**config.mk**
```make
export PLATFORM = sky130hd
export DESIGN_NAME = cmp_cap_timer
export DESIGN_NICKNAME = d
export VERILOG_FILES = /design/src/rtl/tmr_pkg.sv /design/src/rtl/tmr_edge_sync.sv /design/src/rtl/tmr_core.sv /design/src/rtl/cmp_cap_timer.sv
export SDC_FILE = /design/constraint.sdc
export NUM_CORES = 1
export LEC_CHECK = 0
export BUFFER_PORTS_ARGS = -buffer_cell sky130_fd_sc_hd__buf_2
export CAP_MARGIN = 20
export CORE_MARGIN = 1
export CORE_UTILIZATION = 67
export DETAILED_ROUTE_END_ITERATION = 12
export PLACE_DENSITY = 0.95
export SYNTH_ARGS = -nofsm -noshare
export SYNTH_HDL_FRONTEND = slang
export SYNTH_SLANG_ARGS = --single-unit
```
**constraint.sdc**
```tcl
create_clock -name clk_i -period 6 [get_ports clk_i]
set_input_delay 0.9 -clock clk_i [delete_from_list [all_inputs] [get_ports clk_i]]
set_output_delay 0.9 -clock clk_i [all_outputs]
set_load 0.02 [all_outputs]
```
**src/rtl/tmr_pkg.sv**
```systemverilog
package tmr_pkg;
  localparam int ADDR_W = 4;

  localparam logic [ADDR_W-1:0] A_CTRL  = 4'd0;
  localparam logic [ADDR_W-1:0] A_PRE   = 4'd1;
  localparam logic [ADDR_W-1:0] A_PCNT  = 4'd2;
  localparam logic [ADDR_W-1:0] A_CNT   = 4'd3;
  localparam logic [ADDR_W-1:0] A_MATCH = 4'd4;
  localparam logic [ADDR_W-1:0] A_MCTL  = 4'd8;
  localparam logic [ADDR_W-1:0] A_CCTL  = 4'd9;
  localparam logic [ADDR_W-1:0] A_DMA   = 4'd10;
  localparam logic [ADDR_W-1:0] A_FLAG  = 4'd11;
  localparam logic [ADDR_W-1:0] A_CAP   = 4'd12;

  localparam int CTL_RUN  = 0;
  localparam int CTL_MODE = 1;
  localparam int CTL_SEL  = 2;
  localparam int CTL_SRST = 4;
  localparam int CTL_W    = 5;
endpackage

```
**src/rtl/tmr_edge_sync.sv**
```systemverilog
module tmr_edge_sync #(
  parameter int STAGES = 2
) (
  input  logic       clk_i,
  input  logic       rst_ni,
  input  logic       d_i,
  input  logic [1:0] sel_i,  // bit0 rising, bit1 falling
  output logic       evt_o
);
  logic [STAGES:0] sh_q;
  logic rise, fall;

  always_ff @(posedge clk_i or negedge rst_ni) begin
    if (!rst_ni) sh_q <= '0;
    else         sh_q <= {sh_q[STAGES-1:0], d_i};
  end

  assign rise  = sh_q[STAGES-1] & ~sh_q[STAGES];
  assign fall  = ~sh_q[STAGES-1] & sh_q[STAGES];
  assign evt_o = (sel_i[0] & rise) | (sel_i[1] & fall);
endmodule

```
**src/rtl/tmr_core.sv**
```systemverilog
module tmr_core #(
  parameter int CNT_W   = 32,
  parameter int N_MATCH = 4
) (
  input  logic                            clk_i,
  input  logic                            rst_ni,
  input  logic                            run_i,
  input  logic                            cnt_mode_i,
  input  logic                            srst_i,
  input  logic                            ext_evt_i,
  input  logic [CNT_W-1:0]                pre_i,
  input  logic [N_MATCH-1:0][CNT_W-1:0]   match_i,
  input  logic [N_MATCH-1:0]              m_rst_i,
  input  logic [N_MATCH-1:0]              m_stop_i,
  input  logic                            cnt_we_i,
  input  logic [CNT_W-1:0]                cnt_wdata_i,
  output logic [CNT_W-1:0]                cnt_o,
  output logic [CNT_W-1:0]                pcnt_o,
  output logic                            tick_o,
  output logic [N_MATCH-1:0]              m_evt_o
);
  logic [CNT_W-1:0] cnt_q, pcnt_q;
  logic src, pre_wrap, any_rst, any_stop;

  assign src      = run_i & ~srst_i & (cnt_mode_i ? ext_evt_i : 1'b1);
  // >= so a lowered prescale value wraps at once
  assign pre_wrap = pcnt_q >= pre_i;
  assign tick_o   = src & pre_wrap;

  for (genvar i = 0; i < N_MATCH; i++) begin : g_cmp
    assign m_evt_o[i] = tick_o & (cnt_q == match_i[i]);
  end

  assign any_rst  = |(m_evt_o & m_rst_i);
  assign any_stop = |(m_evt_o & m_stop_i);

  always_ff @(posedge clk_i or negedge rst_ni) begin
    if (!rst_ni)     pcnt_q <= '0;
    else if (srst_i) pcnt_q <= '0;
    else if (src)    pcnt_q <= pre_wrap ? '0 : pcnt_q + 1'b1;
  end

  always_ff @(posedge clk_i or negedge rst_ni) begin
    if (!rst_ni)       cnt_q <= '0;
    else if (srst_i)   cnt_q <= '0;
    else if (cnt_we_i) cnt_q <= cnt_wdata_i;
    else if (tick_o) begin
      if (any_rst)       cnt_q <= '0;
      else if (!any_stop) cnt_q <= cnt_q + 1'b1;
    end
  end

  assign cnt_o  = cnt_q;
  assign pcnt_o = pcnt_q;


  cnt_hold_chk: assert property (@(posedge clk_i) disable iff (!rst_ni)
    (!tick_o && !cnt_we_i && !srst_i) |=> $stable(cnt_q));

  match_wrap_chk: assert property (@(posedge clk_i) disable iff (!rst_ni)
    (any_rst && !cnt_we_i) |=> (cnt_q == '0));
endmodule

```
**src/rtl/cmp_cap_timer.sv**
```systemverilog
module cmp_cap_timer
  import tmr_pkg::*;
#(
  parameter int CNT_W   = 32,
  parameter int N_MATCH = 4,
  parameter int N_CAP   = 2
) (
  input  logic               clk_i,
  input  logic               rst_ni,
  input  logic               wr_en_i,
  input  logic [ADDR_W-1:0]  addr_i,
  input  logic [CNT_W-1:0]   wdata_i,
  output logic [CNT_W-1:0]   rdata_o,
  input  logic               ext_i,
  input  logic [N_CAP-1:0]   cap_i,
  output logic               irq_o,
  output logic [N_MATCH-1:0] dma_req_o
);
  localparam int MCTL_W = 3 * N_MATCH;
  localparam int CCTL_W = 3 * N_CAP;
  localparam int FLAG_W = N_MATCH + N_CAP;

  logic [CTL_W-1:0]                ctrl_q;
  logic [CNT_W-1:0]                pre_q;
  logic [N_MATCH-1:0][CNT_W-1:0]   match_q;
  logic [MCTL_W-1:0]               mctl_q;
  logic [CCTL_W-1:0]               cctl_q;
  logic [N_MATCH-1:0]              dma_en_q, dma_q;
  logic [FLAG_W-1:0]               flag_q, flag_set, flag_clr;
  logic [N_CAP-1:0][CNT_W-1:0]     cap_q;

  logic [N_MATCH-1:0] m_irq, m_rst, m_stop, m_evt;
  logic [N_CAP-1:0]   cap_evt, cap_irq;
  logic [CNT_W-1:0]   cnt, pcnt;
  logic ext_evt, tick, stop_hit;
  logic we_ctrl, we_flag;

  assign we_ctrl = wr_en_i && (addr_i == A_CTRL);
  assign we_flag = wr_en_i && (addr_i == A_FLAG);

  for (genvar i = 0; i < N_MATCH; i++) begin : g_mctl
    assign m_irq[i]  = mctl_q[3*i];
    assign m_rst[i]  = mctl_q[3*i+1];
    assign m_stop[i] = mctl_q[3*i+2];
  end

  tmr_edge_sync #(.STAGES(2)) u_ext_sync (
    .clk_i, .rst_ni, .d_i(ext_i), .sel_i(ctrl_q[CTL_SEL+:2]), .evt_o(ext_evt)
  );

  for (genvar j = 0; j < N_CAP; j++) begin : g_cap
    assign cap_irq[j] = cctl_q[3*j+2];
    tmr_edge_sync #(.STAGES(2)) u_cap_sync (
      .clk_i, .rst_ni, .d_i(cap_i[j]), .sel_i(cctl_q[3*j+:2]), .evt_o(cap_evt[j])
    );
    always_ff @(posedge clk_i or negedge rst_ni) begin
      if (!rst_ni)         cap_q[j] <= '0;
      else if (cap_evt[j]) cap_q[j] <= cnt;
    end

    cap_latch_chk: assert property (@(posedge clk_i) disable iff (!rst_ni)
      cap_evt[j] |=> (cap_q[j] == $past(cnt)));
  end

  tmr_core #(.CNT_W(CNT_W), .N_MATCH(N_MATCH)) u_core (
    .clk_i, .rst_ni,
    .run_i(ctrl_q[CTL_RUN]), .cnt_mode_i(ctrl_q[CTL_MODE]), .srst_i(ctrl_q[CTL_SRST]),
    .ext_evt_i(ext_evt), .pre_i(pre_q), .match_i(match_q),
    .m_rst_i(m_rst), .m_stop_i(m_stop),
    .cnt_we_i(wr_en_i && (addr_i == A_CNT)), .cnt_wdata_i(wdata_i),
    .cnt_o(cnt), .pcnt_o(pcnt), .tick_o(tick), .m_evt_o(m_evt)
  );

  assign stop_hit = |(m_evt & m_stop);
  assign flag_set = {cap_evt & cap_irq, m_evt & m_irq};
  assign flag_clr = we_flag ? wdata_i[FLAG_W-1:0] : '0;

  always_ff @(posedge clk_i or negedge rst_ni) begin
    if (!rst_ni) begin
      ctrl_q   <= '0;
      pre_q    <= '0;
      match_q  <= '0;
      mctl_q   <= '0;
      cctl_q   <= '0;
      dma_en_q <= '0;
      flag_q   <= '0;
      dma_q    <= '0;
    end else begin
      if (we_ctrl) ctrl_q <= wdata_i[CTL_W-1:0];
      if (stop_hit) ctrl_q[CTL_RUN] <= 1'b0;
      if (wr_en_i && addr_i == A_PRE)  pre_q    <= wdata_i;
      if (wr_en_i && addr_i == A_MCTL) mctl_q   <= wdata_i[MCTL_W-1:0];
      if (wr_en_i && addr_i == A_CCTL) cctl_q   <= wdata_i[CCTL_W-1:0];
      if (wr_en_i && addr_i == A_DMA)  dma_en_q <= wdata_i[N_MATCH-1:0];
      for (int i = 0; i < N_MATCH; i++)
        if (wr_en_i && addr_i == A_MATCH + ADDR_W'(i)) match_q[i] <= wdata_i;
      // a new event wins over a same-cycle clear
      flag_q <= (flag_q & ~flag_clr) | flag_set;
      dma_q  <= m_evt & dma_en_q;
    end
  end

  always_comb begin
    rdata_o = '0;
    case (addr_i)
      A_CTRL: rdata_o = CNT_W'(ctrl_q);
      A_PRE:  rdata_o = pre_q;
      A_PCNT: rdata_o = pcnt;
      A_CNT:  rdata_o = cnt;
      A_MCTL: rdata_o = CNT_W'(mctl_q);
      A_CCTL: rdata_o = CNT_W'(cctl_q);
      A_DMA:  rdata_o = CNT_W'(dma_en_q);
      A_FLAG: rdata_o = CNT_W'(flag_q);
      default: rdata_o = '0;
    endcase
    for (int i = 0; i < N_MATCH; i++)
      if (addr_i == A_MATCH + ADDR_W'(i)) rdata_o = match_q[i];
    for (int j = 0; j < N_CAP; j++)
      if (addr_i == A_CAP + ADDR_W'(j)) rdata_o = cap_q[j];
  end

  assign irq_o     = |flag_q;
  assign dma_req_o = dma_q;


  stop_clears_run_chk: assert property (@(posedge clk_i) disable iff (!rst_ni)
    stop_hit |=> !ctrl_q[CTL_RUN]);

  dma_after_match_chk: assert property (@(posedge clk_i) disable iff (!rst_ni)
    (|dma_req_o) |-> $past(|m_evt));

  flag_hold_chk: assert property (@(posedge clk_i) disable iff (!rst_ni)
    (!we_flag && flag_set == '0) |=> $stable(flag_q));

  tick_needs_run_chk: assert property (@(posedge clk_i) disable iff (!rst_ni)
    tick |-> ctrl_q[CTL_RUN]);
endmodule

```
Yosys cells after proc, flatten, opt, wreduce, memory -nomap -nowiden
Index checks and enable logic that the tools add are counted.
Storage, ports and cells
  bits of input ports: 42
  logic and storage cells: 115
  register bits: 334
  output and inout bits: 37
Cells by class
  magnitude comparators: 1
  reductions and logical operators: 19
  bitwise operators: 37
  $add $sub $neg: 2
  eq/ne operators: 18
  mux-type cells: 19
Operators with widths (count)
  2-to-1 mux 32 bit: 14
  one-hot mux 32 bit (8 select lines): 1
  equality test 32 bit: 4
  adder 32 x 1 -> 32 bit (second input constant): 2
  >= comparator 32 bit: 1
  equality test 4 bit (second input constant): 6
  AND 1 bit: 19
  AND 4 bit: 4
  equality test 4 x 3 -> 1 bit (second input constant): 4
  logical AND 1 bit: 11
  equality test 4 x 2 -> 1 bit (second input constant): 2
  OR reduction 4 bit: 2
  inverter 1 bit: 7
  AND 6 bit: 1
  2-to-1 mux 6 bit: 1
  inverter 6 bit: 1
  bitwise OR 6 bit: 1
  OR reduction 6 bit: 1
  equality test 4 x 1 -> 1 bit (second input constant): 1
  zero test 4 bit: 1
  inequality test 4 x 2 -> 1 bit (second input constant): 1
  nonzero test 2 bit: 2
  2-to-1 mux 1 bit: 3
  bitwise OR 1 bit: 3
  3 further kinds: 3

Depth between registers and ports, before layout
  depth in word-level cells: 15
  mapped depth: 12
  mapped depth without buffers: 10

Modules after synthesis
Synthesis repeated with hierarchy kept, for this count alone.
Unflattened totals
  cells, all modules: 1856
  area, all modules: 19525.0 sq um
Modules (own cells, without submodules)
  cmp_cap_timer: cells each 1066, instances 1, seq. area each 6531.3 sq um, area each 12926.1 sq um
  tmr_core: cells each 772, instances 1, seq. area each 1601.5 sq um, area each 6313.6 sq um
  tmr_edge_sync: cells each 6, instances 3, seq. area each 75.1 sq um, area each 95.1 sq um

Least setup slack after synthesis
OpenSTA, ideal clock, no wires.
  path type: input to output
  start point: input port addr_i[1]
  end point: output port rdata_o[4]
  data arrival time: 2.671 ns
  required time: 5.100 ns
  stages: 8
  path slack: 2.429 ns
  path through: clkbuf_1 and2_1 clkbuf_1 and2_1 clkbuf_1 clkbuf_1 nand2_1 a31oi_1
On the way
  cells in the longest elaborated chain, start to end: 8
  elaborated cells between the ends (all ways): 21
  those cells by class: eq/ne (13); mux (7); reduce/logical (1)
RTL lines
  start, declared: line cmp_cap_timer.sv:11  | input logic [ADDR_W-1:0] addr_i,
  equality test 4 bit, or another cell as far along: line cmp_cap_timer.sv:105  | case (addr_i)
  one-hot mux 32 bit (8 select lines): line cmp_cap_timer.sv:105
  2-to-1 mux 32 bit (4 in series): line cmp_cap_timer.sv:117  | if (addr_i == A_MATCH + ADDR_W'(i)) rdata_o = match_q[i];
  2-to-1 mux 32 bit: line cmp_cap_timer.sv:119  | if (addr_i == A_CAP + ADDR_W'(j)) rdata_o = cap_q[j];
  2-to-1 mux 32 bit *: line cmp_cap_timer.sv:119
  end, declared: line cmp_cap_timer.sv:13  | output logic [CNT_W-1:0] rdata_o,
Mark *: on every way between the ends. The rest lies on a longest branch, timed or not.

Final worst setup path
  start point: register u_core.cnt_q[2] (netlist: u_core.cnt_o[2])
  end point: register u_core.cnt_q[26] (netlist: u_core.cnt_o[26])
On the way
  cells in the longest elaborated chain, start to end: 8
  elaborated cells between the ends (all ways): 20
  those cells by class: add/sub (1); eq/ne (5); mux (5); bitwise (6); reduce/logical (3)
RTL lines
  start, declared: line tmr_core.sv:22  | logic [CNT_W-1:0] cnt_q, pcnt_q;
  start signal, assigned: line tmr_core.sv:46  | else if (cnt_we_i) cnt_q <= cnt_wdata_i;
  start signal, assigned: line tmr_core.sv:49  | else if (!any_stop) cnt_q <= cnt_q + 1'b1;
  parallel branches: the longest is 8 deep, another holds adder 32 x 1 -> 32 bit
Several ways; the timed one is not identified. The select of a mux whose other input is x is not followed.
A chain may end at the register's enable or synchronous reset.

==> metrics.log <==
INFO  metric synthesis.area = 18500 µm²
INFO  metric post_synth_inst_count = 1697
INFO  metric ys_warn_count = 0
INFO  metric grt_antenna_before_repair = 2
INFO  metric dpl-instance-area = 19000 µm²
INFO  metric synthArstFlopShare = 1.00
INFO  metric power.static_leakage = 8.58 nW
INFO  metric critical_path.slowest_cell = nand2_1
INFO  metric total_switching_power = 2.63 mW
INFO  metric power_density = 368 nW/µm²
INFO  metric cts_tree = yes
INFO  metric nNetsFinal = 1782
INFO  metric synth.area.mux_share = 0.172
INFO  metric number_of_port_buffers = 78
INFO  metric synth_compound_gate_area_share = 0.129
INFO  metric routed_vias = 15800
INFO  metric worst-endpoint-arrival = 5.39 ns
INFO  metric post_synth_num_cell_types = 68
INFO  metric cts-htree-levels = 2
INFO  metric detail_route.vias_per_cell = 7.59
INFO  metric vdd.ir_drop.worst = 245 µV
INFO  metric syn-num-nets = 1773
INFO  metric floorplan.die.height = 168 µm
INFO  metric timing.max_cap.violations = 0
INFO  metric slew_headroom = 0.273
INFO  metric synth_edf_count = 0
INFO  metric setup_violations = 0
INFO  metric synth_fa_ha_area_frac = 0.0230
INFO  metric globalRouteTotalUtil = 0.452
INFO  metric drt_first_pass_iters = 8
INFO  metric leading_cell_type_in_the_layout_fill_and_taps_excluded = dfrtp_1
INFO  metric power = 7.42 mW
INFO  metric synth_top_family_by_area = multiplexers
INFO  metric clock_network_fraction_of_total_power = 0.298
INFO  metric max_freq = 0.199 GHz
INFO  metric post_synth_xor_area_fraction = 0.0686
INFO  metric detailedRoute.firstIterationViolations = 2447
INFO  metric routed_wirelength = 62.7 mm
INFO  metric ios = 79
INFO  metric crit_path_max_fanout = 15
INFO  metric worst_hold_path_type = register to register
INFO  metric maximum_number_of_pins_on_one_net_before_global_route_repair = 127
INFO  metric internal_power = 4.79 mW
INFO  metric post_drt_wl_per_cell = 30.2 µm
INFO  metric grt_pass1_vias = 15700
INFO  metric proportion_of_layout_cells_with_a_drive_suffix_above_1 = 0.274
INFO  metric crit_path_cell_trace = xnor2_1 > nand4_1 > nor4_1 > nand2_1 > o2111ai_2 > nand3_1 > nand2_1 > o21ai_0
INFO  metric clock_skew = 0.0202 ns
INFO  metric grt_first_pass_wirelength = 95.5 mm
INFO  metric worst_slack = 0.975 ns
INFO  metric ctsRootBufferMaster = clkbuf_16
INFO  metric skew_pair_late_insertion_delay = 0.54 ns
INFO  metric gp_congestion = 1.07
INFO  metric report.final.hold_viol_count = 0
INFO  metric seq_power_share = 0.444
INFO  metric initial_utilization = 0.685
INFO  metric end_kind = register
INFO  metric power.combinational.fraction = 0.259
INFO  metric synth.ff_latch_count = 334
INFO  metric pre_cts_slack = 1.41 ns
INFO  metric synth.yosys.seq_area_share = 0.451
INFO  metric synthToLayoutAreaGrowth = 8.85%
INFO  metric rows = 60
INFO  metric drt.antenna.violating_nets = 0
INFO  metric fp.coreArea = 27000 µm²
INFO  metric numCtsBuffers = 36
INFO  metric sw_ratio = 0.354
INFO  metric min_period_over_period = 0.838
INFO  metric cts_buffer_depth = 3
INFO  metric overall_die_width = 168 µm
INFO  metric cts.repair.resized = 0
INFO  metric worst-endpoint-required = 6.36 ns
INFO  metric fin_worst_hold_slack = 0.349 ns
INFO  metric cts.sink_count = 334
INFO  metric timing.setup.tns = 0 ns
INFO  metric min_period = 5.03 ns
INFO  metric gr-total-overflow = 0
INFO  metric critPathMostFrequentCell = nand2_1
INFO  metric cts_setup_buffers = 0
INFO  metric finish.instance_area = 20200 µm²
INFO  metric design.die.area = 28300 µm²
INFO  metric yosys.area_share.simple = 0.115
INFO  metric remaining_drc_errors = 0
INFO  metric critical-path-max-stage-delay = 0.88 ns
INFO  metric ys.flop_type = dfrtp_1
INFO  metric clk_transition_reported_paths = 0.07 ns
INFO  metric path_class = register to register
INFO  metric rsz0062_at_grt = no
INFO  metric yosys-top-cells-area = dfrtp_1, mux2_2, xnor2_1, ha_1, a222oi_1
INFO  metric post_synth.cell_area_avg = 10.9 µm²
INFO  metric cts_hold_buffers = 0
INFO  metric worst-path-buf-inv = 0
INFO  metric report.final.slew_viol_count = 0
INFO  metric synth_top_cell_area_share = 0.451
INFO  metric synth.largest_area_cell = dfrtp_1
INFO  metric max_slew.worst_pin.slew = 1.09 ns
INFO  metric outcome = finished clean
INFO  metric place.detailed.hpwl = 42.0 mm
INFO  metric cp_top_family = simple AND/OR/NAND/NOR gates
INFO  metric mostFrequentLayoutCells = dfrtp_1, mux2_2, xnor2_1, nand2_1, buf_2
INFO  metric start_kind = register
## sequential cells by signal (all words and copies together) (netlist names)
name,count
cap_q,64
flag_q,6
g_cap.u_cap_sync.sh_q,6
u_ext_sync.sh_q,3
dma_en_q,4
u_core.pcnt_o,32
cctl_q,6
dma_req_o,4
match_q,128
mctl_q,12
pre_q,32
u_core.cnt_o,32
ctrl_q,5
## through the flow
stage | util | std cells
2_1_floorplan | - | 1697
3_5_place_dp | 0.703 | 2009
4_1_cts | 0.746 | 2075
6_report | 0.746 | 2076
3_3_place_gp | 0.703 | 2009
5_1_grt | 0.746 | 2076
## cell usage after synthesis (all sizes together), types with 5 or more instances
| library cell | instances |
|---|---|
| nand2 | 110 |
| o211ai | 24 |
| xor2 | 11 |
| nand2b | 8 |
| xnor2 | 134 |
| and4 | 7 |
| a222oi | 42 |
| nor3b | 7 |
| mux2i | 5 |
| a221oi | 10 |
| nand3 | 53 |
| inv | 40 |
| mux2 | 276 |
| dfrtp | 334 |
| ha | 34 |
| o21ai | 48 |
| and3 | 34 |
| clkbuf | 77 |
| o31a | 9 |
| o31ai | 9 |
| a22oi | 40 |
| nor3 | 15 |
| a31o | 5 |
| nand4 | 53 |
| and2 | 15 |
| nand3b | 5 |
| nor2 | 76 |
| a32oi | 5 |
| a22o | 8 |
| nor4 | 13 |
| o41ai | 11 |
| a31oi | 16 |
| o2bb2ai | 8 |
| a21oi | 38 |
| nor2b | 8 |
| buf | 58 |
| o22ai | 11 |
## final timing paths
| path | startpoint | to | slack [ns] | cells after the start |
|---|---|---|---|---|
| worst min register to register | g_cap[0].u_cap_sync.sh_q[0]$_DFF_PN0_ | g_cap[0].u_cap_sync.sh_q[1]$_DFF_PN0_ | 0.35 | 0 |
| worst max-delay path | u_core.cnt_o[2]$_DFFE_PN0P_ | u_core.cnt_o[26]$_DFFE_PN0P_ | 0.97 | 8 |
| min in group asynchronous | rst_ni | cap_q[43]$_DFFE_PN0N_ | 0.37 | 1 |
| worst min-delay path | g_cap[0].u_cap_sync.sh_q[0]$_DFF_PN0_ | g_cap[0].u_cap_sync.sh_q[1]$_DFF_PN0_ | 0.35 | 0 |
| max in group asynchronous | rst_ni | u_core.pcnt_o[16]$_DFFE_PN0P_ | 4.30 | 2 |
| worst max register to register | u_core.cnt_o[2]$_DFFE_PN0P_ | u_core.cnt_o[26]$_DFFE_PN0P_ | 0.97 | 8 |
## logic make-up (layout without fill, tap and decap cells)
group | after synthesis | count (layout)
AND/OR/NAND/NOR | 413 | 413
flip-flops | 334 | 334
AO/OA/AOI/OAI | 314 | 314
multiplexers | 282 | 282
buffers and inverters | 175 | 212
XOR/XNOR | 145 | 145
adder cells (fa/ha/maj) | 34 | 34
other | 0 | 1
## power by group through the flow
stage,Combinational [mW],Clock (mW),Sequential (mW)
finish,1.92,2.21,3.29
global route,2.00,2.29,3.33
CTS,1.82,2.21,3.26
detailed placement,1.79,0,3.29
global placement,1.74,0,3.24
floorplan,1.35,0,3.01
## layer usage
metal	vias to the layer above	GRT usage	wire length, µm
li1	6294	-	-
met2	1367	0.654	26600
met5	-	0	0
met4	0	0.323	5200
met1	7702	0.555	21600
met3	394	0.175	9400
## layout make-up
class                      instances  area (µm²)
antenna                            1        2.50
inverter                          40         150
sequential                       334        8360
clock inverter                    15         119
timing repair buffer             106         623
clock buffer                      51        1040
multi-input combinational       1188        9440
tap                              341         427
fill                            1720        6870
## worst reg2reg max path, stage by stage, from the launching register on
cell	delay (ns)
dfrtp_1	0.61
xnor2_1	0.81
nand4_1	0.17
nor4_1	0.48
nand2_1	0.34
o2111ai_2	0.49
nand3_1	0.81
nand2_1	0.88
o21ai_0	0.27
No activity file was read; power rests on OpenSTA's default activity.
